### src/rtl/eca_pkg.sv
package eca_pkg;

  typedef enum logic [2:0] {
    PH_IDLE = 3'd0,
    PH_SET1 = 3'd1,
    PH_SET2 = 3'd2,
    PH_RST1 = 3'd3,
    PH_RST2 = 3'd4,
    PH_COPY = 3'd5
  } phase_e;

  // Raise-condition nibble indexed by {left, right} for centre = 0
  function automatic logic [3:0] raise_nibble(input logic [7:0] rule);
    return {rule[5], rule[4], rule[1], rule[0]};
  endfunction

  // Keep-condition nibble indexed by {left, right} for centre = 1
  function automatic logic [3:0] keep_nibble(input logic [7:0] rule);
    return {rule[7], rule[6], rule[3], rule[2]};
  endfunction

  // Parity-shaped subsets need two steps
  function automatic logic is_parity(input logic [3:0] nib);
    return (nib == 4'b0110) || (nib == 4'b1001);
  endfunction

endpackage

### src/rtl/eca_phase_ctrl.sv
module eca_phase_ctrl
  import eca_pkg::*;
#(
  parameter int GEN_W = 8
) (
  input  logic             clk,
  input  logic             rst_n,
  input  logic [7:0]       rule_i,
  input  logic             start_i,
  input  logic [GEN_W-1:0] gen_count_i,
  output logic             idle_o,
  output logic [3:0]       set_mask_o,
  output logic [3:0]       clr_mask_o,
  output logic             copy_en_o,
  output logic             busy_o,
  output logic             done_o
);

  localparam logic [GEN_W-1:0] LAST_GEN = GEN_W'(1);

  phase_e           phase_q;
  logic [GEN_W-1:0] gen_q;
  logic             done_q;

  logic [3:0] raise_n, clear_n;
  logic       two_set, two_rst;

  assign raise_n = raise_nibble(rule_i);
  assign clear_n = ~keep_nibble(rule_i);
  assign two_set = is_parity(raise_n);
  assign two_rst = is_parity(clear_n);

  always_ff @(posedge clk or negedge rst_n) begin
    if (!rst_n) begin
      phase_q <= PH_IDLE;
      gen_q   <= '0;
      done_q  <= 1'b0;
    end else begin
      done_q <= 1'b0;
      unique case (phase_q)
        PH_IDLE: begin
          if (start_i) begin
            if (gen_count_i == '0) begin
              done_q <= 1'b1;
            end else begin
              gen_q   <= gen_count_i;
              phase_q <= PH_SET1;
            end
          end
        end
        PH_SET1: phase_q <= two_set ? PH_SET2 : PH_RST1;
        PH_SET2: phase_q <= PH_RST1;
        PH_RST1: phase_q <= two_rst ? PH_RST2 : PH_COPY;
        PH_RST2: phase_q <= PH_COPY;
        PH_COPY: begin
          gen_q <= gen_q - 1'b1;
          if (gen_q == LAST_GEN) begin
            phase_q <= PH_IDLE;
            done_q  <= 1'b1;
          end else begin
            phase_q <= PH_SET1;
          end
        end
        default: phase_q <= PH_IDLE;
      endcase
    end
  end

  always_comb begin
    set_mask_o = 4'b0000;
    clr_mask_o = 4'b0000;
    unique case (phase_q)
      PH_SET1: set_mask_o = two_set ? (raise_n & 4'b0011) : raise_n;
      PH_SET2: set_mask_o = raise_n & 4'b1100;
      PH_RST1: clr_mask_o = two_rst ? (clear_n & 4'b0011) : clear_n;
      PH_RST2: clr_mask_o = clear_n & 4'b1100;
      default: ;
    endcase
  end

  assign idle_o    = (phase_q == PH_IDLE);
  assign copy_en_o = (phase_q == PH_COPY);
  assign busy_o    = !idle_o;
  assign done_o    = done_q;

  // parity raise subset forces a second raise step
  a_r7_second_raise_step: assert property (@(posedge clk) disable iff (!rst_n)
    (phase_q == PH_SET1 && two_set) |=> (phase_q == PH_SET2));

  // a non-final copy starts the next generation at once
  a_r7_copy_then_raise: assert property (@(posedge clk) disable iff (!rst_n)
    (phase_q == PH_COPY && gen_q != LAST_GEN) |=> (phase_q == PH_SET1));

  // done lasts a single cycle
  a_r9_done_single: assert property (@(posedge clk) disable iff (!rst_n)
    done_o |=> !done_o);

  // busy only drops together with done
  a_r8_busy_ends_with_done: assert property (@(posedge clk) disable iff (!rst_n)
    $fell(busy_o) |-> done_o);

  // done never overlaps busy
  a_r9_done_not_busy: assert property (@(posedge clk) disable iff (!rst_n)
    done_o |-> !busy_o);

endmodule

### src/rtl/eca_cell.sv
module eca_cell (
  input  logic       clk,
  input  logic       rst_n,
  input  logic       load_en,
  input  logic       load_bit,
  input  logic [3:0] set_mask,
  input  logic [3:0] clr_mask,
  input  logic       copy_en,
  input  logic       left_sh,
  input  logic       right_sh,
  output logic       main_q,
  output logic       shadow_q
);

  logic [1:0] nbr_idx;
  assign nbr_idx = {left_sh, right_sh};

  always_ff @(posedge clk or negedge rst_n) begin
    if (!rst_n) begin
      main_q   <= 1'b0;
      shadow_q <= 1'b0;
    end else if (load_en) begin
      main_q   <= load_bit;
      shadow_q <= load_bit;
    end else begin
      if (!shadow_q && set_mask[nbr_idx]) main_q <= 1'b1;
      if (shadow_q && clr_mask[nbr_idx])  main_q <= 1'b0;
      if (copy_en)                        shadow_q <= main_q;
    end
  end

  // raise steps leave cells that began the generation at 1 alone
  a_r4_raise_spares_ones: assert property (@(posedge clk) disable iff (!rst_n)
    ((|set_mask) && !load_en && shadow_q) |=> $stable(main_q));

  // clear steps leave cells that began the generation at 0 alone
  a_r5_clear_spares_zeros: assert property (@(posedge clk) disable iff (!rst_n)
    ((|clr_mask) && !load_en && !shadow_q) |=> $stable(main_q));

  // shadow moves only on copy or load
  a_r6_shadow_hold: assert property (@(posedge clk) disable iff (!rst_n)
    (!copy_en && !load_en) |=> $stable(shadow_q));

endmodule

### src/rtl/eca_stage_engine.sv
module eca_stage_engine
  import eca_pkg::*;
#(
  parameter int CELLS = 16,
  parameter int GEN_W = 8
) (
  input  logic             clk,
  input  logic             rst_n,
  input  logic [7:0]       rule_i,
  input  logic             load_i,
  input  logic [CELLS-1:0] load_state_i,
  input  logic             start_i,
  input  logic [GEN_W-1:0] gen_count_i,
  output logic [CELLS-1:0] cells_o,
  output logic             busy_o,
  output logic             done_o
);

  logic             idle, copy_en, load_en;
  logic [3:0]       set_mask, clr_mask;
  logic [CELLS-1:0] main_v, shadow_v;

  assign load_en = load_i && idle;

  eca_phase_ctrl #(.GEN_W(GEN_W)) u_ctrl (
    .clk         (clk),
    .rst_n       (rst_n),
    .rule_i      (rule_i),
    .start_i     (start_i),
    .gen_count_i (gen_count_i),
    .idle_o      (idle),
    .set_mask_o  (set_mask),
    .clr_mask_o  (clr_mask),
    .copy_en_o   (copy_en),
    .busy_o      (busy_o),
    .done_o      (done_o)
  );

  for (genvar i = 0; i < CELLS; i++) begin : g_ring
    localparam int LEFT  = (i + 1) % CELLS;
    localparam int RIGHT = (i + CELLS - 1) % CELLS;
    eca_cell u_cell (
      .clk      (clk),
      .rst_n    (rst_n),
      .load_en  (load_en),
      .load_bit (load_state_i[i]),
      .set_mask (set_mask),
      .clr_mask (clr_mask),
      .copy_en  (copy_en),
      .left_sh  (shadow_v[LEFT]),
      .right_sh (shadow_v[RIGHT]),
      .main_q   (main_v[i]),
      .shadow_q (shadow_v[i])
    );
  end

  assign cells_o = main_v;

  // a load while busy leaves the visible state unchanged
  a_r3_load_ignored_busy: assert property (@(posedge clk) disable iff (!rst_n)
    (load_i && !idle && !copy_en && set_mask == 4'b0 && clr_mask == 4'b0)
      |=> $stable(cells_o));

endmodule

### config.mk
export PLATFORM = sky130hd
export DESIGN_NAME = eca_stage_engine
export DESIGN_NICKNAME = d
export VERILOG_FILES = /design/src/rtl/eca_pkg.sv /design/src/rtl/eca_phase_ctrl.sv /design/src/rtl/eca_cell.sv /design/src/rtl/eca_stage_engine.sv
export SDC_FILE = /design/constraint.sdc
export NUM_CORES = 1
export LEC_CHECK = 0
export BUFFER_PORTS_ARGS = -buffer_cell sky130_fd_sc_hd__buf_2
export CORE_MARGIN = 5
export CORE_UTILIZATION = 35
export CTS_CLUSTER_DIAMETER = 80
export CTS_CLUSTER_SIZE = 40
export DETAILED_ROUTE_END_ITERATION = 8
export PLACE_DENSITY = 0.62
export SKIP_LAST_GASP = 1
export SYNTH_ARGS = -nofsm -noshare
export SYNTH_HDL_FRONTEND = slang
export SYNTH_HIERARCHICAL = 1
export SYNTH_SLANG_ARGS = --single-unit
### constraint.sdc
create_clock -name clk -period 2.05 [get_ports clk]
set_clock_uncertainty 0.05 [all_clocks]
set_input_delay 0.41 -clock clk [delete_from_list [all_inputs] [get_ports clk]]
set_output_delay 0.41 -clock clk [all_outputs]
set_load 0.02 [all_outputs]
## After elaboration in Yosys (flattened, before gate mapping)

Index checks and enable logic that the tools add are counted.

- Flip-flop bits (word level): 44
- Bits of input ports: 36
- Output and inout port bits: 18
- Word-level logic and storage cells: 300

- Add/subtract/negate cells: 1
- Order comparisons: 16
- Eq/ne operators: 12
- Mux-type cells: 161
- Bitwise gates (word level): 1
- Reductions and logical operators: 74

Operators with widths:

| operator | number |
|---|---|
| 1-bit 2-to-1 mux | 118 |
| 1-bit binary-select mux with 2-bit select | 32 |
| 2-bit by 3-bit < comparator with 1-bit output (second input constant) | 16 |
| 3-bit nonzero test | 16 |
| 1-bit logical AND | 33 |
| 3-bit one-hot mux with 6 select lines | 1 |
| 1-bit logical NOT | 17 |
| 8-bit 2-to-1 mux | 2 |
| 4-bit one-hot mux with 2 select lines | 2 |
| 8-bit one-hot mux with 2 select lines | 1 |
| 4-bit by 3-bit == test with 1-bit output (second input constant) | 2 |
| 4-bit == test (second input constant) | 2 |
| 8-bit by 1-bit == test with 1-bit output (second input constant) | 1 |
| 8-bit logical NOT | 1 |
| 4-bit 2-to-1 mux | 2 |
| 8-bit by 1-bit subtractor with 8-bit output (second input constant) | 1 |
| 3-bit by 2-bit == test with 1-bit output (second input constant) | 2 |
| 3-bit == test (second input constant) | 2 |
| 3-bit 2-to-1 mux | 2 |
| 2-bit != test (second input constant) | 2 |
| 4-bit inverter | 1 |
| 2-bit nonzero test | 2 |
| 3-bit by 1-bit == test with 1-bit output (second input constant) | 1 |
| 3-bit logical NOT | 1 |
| 4 further kinds | 5 |

## Longest topological paths before layout

- Word-level depth: 10
- Depth in mapped cells: 8
- Gate-level depth less buffers: 7

## Hierarchy

Netlist, hierarchy kept.

Modules (own cells, without submodules):

| module | times used | cells an instance | area each (µm²) | seq. area each (µm²) |
|---|---|---|---|---|
| eca_cell | 16 | 11 | 145.1 | 50.0 |
| eca_phase_ctrl | 1 | 91 | 823.3 | 300.3 |
| eca_stage_engine | 1 | 1 | 6.3 | 0.0 |

## Worst setup path after synthesis

No wires, ideal clock.

- Path type: register to register
- Start: reg u_ctrl.phase_q[1]
- End: reg g_ring[0].u_cell.shadow_q
- Setup time: 0.095 ns
- Data arrival time: 2.030 ns
- Data required time: 1.905 ns
- Path slack: -0.125 ns
- Cell stages (with the launch flop): 6
- Path buffers: 1
- Clock period less this slack: 2.175 ns
- Path through: dfrtp_1 > buf_6 > nor3_1 > and2_1 > nand2_1 > o21ai_0

- Cells in the longest elaborated chain, start to end: 3
- Elaborated cells between the ends (all ways): 5
- Classes of those cells: 1 x eq/ne; 1 x mux; 3 x reduce/logical

Ends and longest elaborated chain:

| item | line | text |
|---|---|---|
| start: declaration | eca_phase_ctrl.sv:21 | `phase_e phase_q;` |
| start signal: assignment | eca_phase_ctrl.sv:51 | `PH_SET1: phase_q <= two_set ? PH_SET2 : PH_RST1;` |
| start signal: assignment | eca_phase_ctrl.sv:53 | `PH_RST1: phase_q <= two_rst ? PH_RST2 : PH_COPY;` |
| 3-bit logical NOT * | eca_phase_ctrl.sv:81 | `assign idle_o = (phase_q == PH_IDLE);` |
| named net idle | eca_stage_engine.sv:19 | `logic idle, copy_en, load_en;` |
| 1-bit logical AND * | eca_stage_engine.sv:23 | `assign load_en = load_i && idle;` |
| named net load_en | eca_stage_engine.sv:19 |  |
| 1-bit 2-to-1 mux or 2-bit nonzero test (tied branches) | n/a |  |
| end signal: assignment | eca_cell.sv:24 | `shadow_q <= load_bit;` |
| end signal: assignment | eca_cell.sv:28 | `if (copy_en) shadow_q <= main_q;` |
| end: declaration | eca_cell.sv:12 | `output logic shadow_q` |

The timed path passes the listed nets; every way through them passes the cells marked *.
A chain may end at the register's enable or synchronous reset.

## Worst setup path after layout

- Start: reg u_ctrl.phase_q[1]
- End: reg g_ring[12].u_cell.main_q

- Cells in the longest elaborated chain, start to end: 7
- Elaborated cells between the ends (all ways): 17
- Classes of those cells: 4 x eq/ne; 8 x mux; 5 x reduce/logical

Ends and longest elaborated chain:

| item | line | text |
|---|---|---|
| 3-bit == test or 3-bit by 2-bit == test with 1-bit output (tied branches) | eca_phase_ctrl.sv:72 | `unique case (phase_q)` |
| 4-bit one-hot mux with 2 select lines * | eca_phase_ctrl.sv:72 |  |
| named net clr_mask[3] | eca_stage_engine.sv:20 | `logic [3:0] set_mask, clr_mask;` |
| 1-bit binary-select mux with 2-bit select * | eca_cell.sv:27 | `if (shadow_q && clr_mask[nbr_idx]) main_q <= 1'b0;` |
| 1-bit 2-to-1 mux (not written as such) * | eca_cell.sv:27 |  |
| 1-bit logical AND * | eca_cell.sv:27 |  |
| 1-bit 2-to-1 mux | eca_cell.sv:27 |  |
| 1-bit 2-to-1 mux | eca_cell.sv:22 | `end else if (load_en) begin` |
| end signal: assignment | eca_cell.sv:23 | `main_q <= load_bit;` |
| end: declaration | eca_cell.sv:11 | `output logic main_q,` |

The timed path passes the listed nets; every way through them passes the cells marked *. The select of a mux whose other input is x is not followed.

==> impl_metrics.env <==
export IMPL_status="complete, but fails checks"
export IMPL_violations="hold timing, setup timing"
export IMPL_core_area_um2=8763
export IMPL_relSlewSlack_pct=68.17
export IMPL_nNetsFinal=385
export IMPL_port_buffers=53
export IMPL_critPathCaptureType="register"
export IMPL_cts_sinks=44
export IMPL_leakagePower_nw=1.676
export IMPL_yosys_top_cells_area="dfrtp_1 35%, mux4_1 13%, mux4_2 11%"
export IMPL_ff2ff_path_depth=8
export IMPL_reg2reg_slack_ps=-40
export IMPL_grt_ovfl_total=0
export IMPL_multiInputGateArea_um2=2079
export IMPL_max_freq_mhz=478.6
export IMPL_cp_max_fo=8
export IMPL_yosys_area_top_type="dfrtp_1"
export IMPL_dr_total_vias=2604
export IMPL_rows=34
export IMPL_io_pins=54
export IMPL_r2r_start="u_ctrl/phase_q[1]"
export IMPL_path_class="reg -> reg"
export IMPL_die_y_um=104.9
export IMPL_synth_top_cell_area_share_pct=34.93
export IMPL_ys_ff_latch=44
export IMPL_dr_pass1_iters=4
export IMPL_cts_buffer_depth=2
export IMPL_cts_buffers=5
export IMPL_wl_per_cell_um=18.56
export IMPL_cts_root_buf="clkbuf_8"
export IMPL_r2r_end="g_ring[12].u_cell/main_q"
export IMPL_via_per_inst=5.711
export IMPL_avgSynthCellArea_um2=11.76
export IMPL_p_per_area_nw_per_um2=1443
export IMPL_yosys_cell_types_count=38
export IMPL_grt_pass1_wl_um=13120
export IMPL_clock_latency_ps=310
export IMPL_yosys_warnings=6
export IMPL_preCtsSetupSlack_ps=-307.6
export IMPL_place_area_um2=3672
export IMPL_cts_tree="built"
export IMPL_syn_inst=268
export IMPL_fin_util_pct=44.93
export IMPL_cp_arrival_ps=2250
export IMPL_grt_setup_unrepaired="true"
export IMPL_fin_crit_ps=2090
export IMPL_gp_congestion=0.8228
export IMPL_fin_ws_ps=-39.60
export IMPL_crit_path_start="u_ctrl/phase_q[1]"
export IMPL_min_path_type="in -> async"
export IMPL_max_cap_viol_count=0
export IMPL_nFillCells=801
export IMPL_seq_area_um2=1102
export IMPL_synth_async_reset_ratio_pct=100.0
export IMPL_diodes=0
export IMPL_htreeDepth=2
export IMPL_finalCritPeriodShare_pct=101.9
export IMPL_drt_wl_total_um=8465
export IMPL_antenna_left=0
export IMPL_grt_total_usage_pct=14.53
export IMPL_synth_edff_count=0
export IMPL_seq_area_frac_synth_pct=34.93
export IMPL_setup_viol=4
export IMPL_die_area_um2=11000
export IMPL_grt_max_degree=49
export IMPL_antenna_found_initial=0
export IMPL_grt_pass1_vias=2565
export IMPL_hold_viol=5
export IMPL_die_x_um=104.9
export IMPL_synth_cell_area_um2=3152
export IMPL_syn_num_nets=306
export IMPL_final_area_um2=3938
export IMPL_drive_gt1_share_pct=40.52
export IMPL_synth_ff_type="dfrtp_1"
export IMPL_drc=0
export IMPL_start_util_pct=35.97
export IMPL_required_ps=2210
export IMPL_hpwl_um=5387
export IMPL_final_max_slew_viol_count=0
export IMPL_hold_slack_ps=-3.995
export IMPL_clk_pin_slew_worst_paths_ps=110
export IMPL_area_growth_pct=24.93
export IMPL_tightest_slew_ps=477.5
export IMPL_vdd_ir_drop_max_mv=0.4654
export IMPL_start_kind="register"
export IMPL_drtIter0Drc=205
==> placed cells by master, fill, tap and decap left out, drive strengths merged <==
cell type	netlist	routed
and4	1	1
nand2	21	21
or3	2	2
a211oi	4	4
mux4	32	32
or4b	1	1
o41ai	1	1
clkinv	0	1
a31oi	1	1
dfrtp	44	44
buf	3	71
o31ai	16	16
o21a	16	16
a21oi	5	5
nor4	2	2
nor3	4	4
a22oi	1	1
ha	2	2
clkinvlp	0	2
and2	5	7
mux2i	18	18
o21ai	22	22
clkbuf	0	5
nor2	27	29
o31a	1	1
or2b	1	1
nand3	1	1
nand3b	2	2
inv	20	20
a21o	1	1
nor4bb	4	4
o211ai	1	1
nand4	2	2
nand2b	2	2
a211o	1	1
nor3b	1	1
a311oi	2	2
nor2b	1	1
==> where the power goes <==
| group | leakage [nW] | total [mW] | internal (mW) | switching (mW) |
|---|---|---|---|---|
| logic | 1.10 | 3.21 | 1.70 | 1.51 |
| registers | 0.538 | 1.90 | 1.29 | 0.609 |
| clock network | 0.0404 | 0.571 | 0.242 | 0.329 |
| total | 1.68 | 5.68 | 3.23 | 2.45 |
==> layer usage <==
layer / vias up / track usage (%) / wire, um
met4: 0 / 4.018 / 68
met3: 4 / 2.898 / 444
li1: 1217 / - / -
met1: 1316 / 19.03 / 3743
met5: - / 0 / 0
met2: 67 / 24.51 / 4208
==> synthesized netlist by cell type, types with 2 or more instances <==
cell,n
nand3b_1,2
mux4_1,16
or3_1,2
mux2i_1,18
o21ai_0,22
ha_1,2
o31ai_2,16
a311oi_1,2
nor3_1,4
mux4_2,16
dfrtp_1,44
inv_1,20
nand2_1,21
a211oi_1,4
nor4bb_1,4
and2_1,5
buf_2,2
nand2b_1,2
a21oi_1,4
nand4_1,2
nor2_1,27
nor4_2,2
o21a_1,16
==> through the flow <==
| step | cells | setup TNS (ps) | total power, mW |
|---|---|---|---|
| after floorplan | 268 | 0 | 3.947 |
| after global placement | 439 | -3614 | 4.658 |
| after global routing | 456 | -1159 | 6.104 |
| after CTS | 451 | 0 | 5.438 |
| after detailed placement | 439 | -4395 | 4.754 |
| final | 456 | -53.11 | 5.683 |
==> worst max path at each step <==
stage	endpoint	slack (ps)	cells past startpoint
final	g_ring[12].u_cell/main_q	-40	8
after global routing	g_ring[12].u_cell/main_q	-110	8
after CTS	g_ring[3].u_cell/main_q	20	8
after floorplan	u_ctrl/gen_q[6]	20	6
after global placement	g_ring[12].u_cell/main_q	-240	8
after detailed placement	g_ring[3].u_cell/main_q	-310	7
==> sequential cells by signal (all words and copies together) (netlist names) <==
| signal | count |
|---|---|
| g_ring.u_cell/main_q | 16 |
| g_ring.u_cell/shadow_q | 16 |
| u_ctrl/done_o | 1 |
| u_ctrl/gen_q | 8 |
| u_ctrl/phase_q | 3 |
==> final cells by class <==
class / instances / area share, %
repair buffers: 71 / 11.50
clock inverters: 3 / 0.6037
flip-flops and latches: 44 / 27.99
multi-input cells: 205 / 52.81
clock buffers: 5 / 1.748
inverters: 20 / 1.907
well taps: 108 / 3.432
==> cells by family after synthesis <==
| logic type | synth area share, % |
|---|---|
| AOI/OAI and AO/OA | 18.10 |
| adders and majority gates | 0.7938 |
| buffers and inverters | 3.057 |
| DFF | 34.93 |
| muxes | 30.49 |
| and+or+nand+nor | 12.62 |
==> critical path: stages, from the launching register on <==
cell      delay, ps
dfrtp_1         400
buf_6           140
nand3b_1        120
o31a_1          200
buf_6           140
nor2_4           60
mux4_2          480
o21a_1          220
o31ai_2         190
==> repair_timing <==
item | 4_1_cts | 5_1_grt
endpoints found under the hold margin | 0 | 0
setup buffers | 3 | 2
setup endpoints to repair | 16 | 16
hold buffers | 0 | 0
resized for setup | 9 | 26
cloned | 1 | 3
pin swaps | 2 | 34
(Power assumes the default switching activity.)
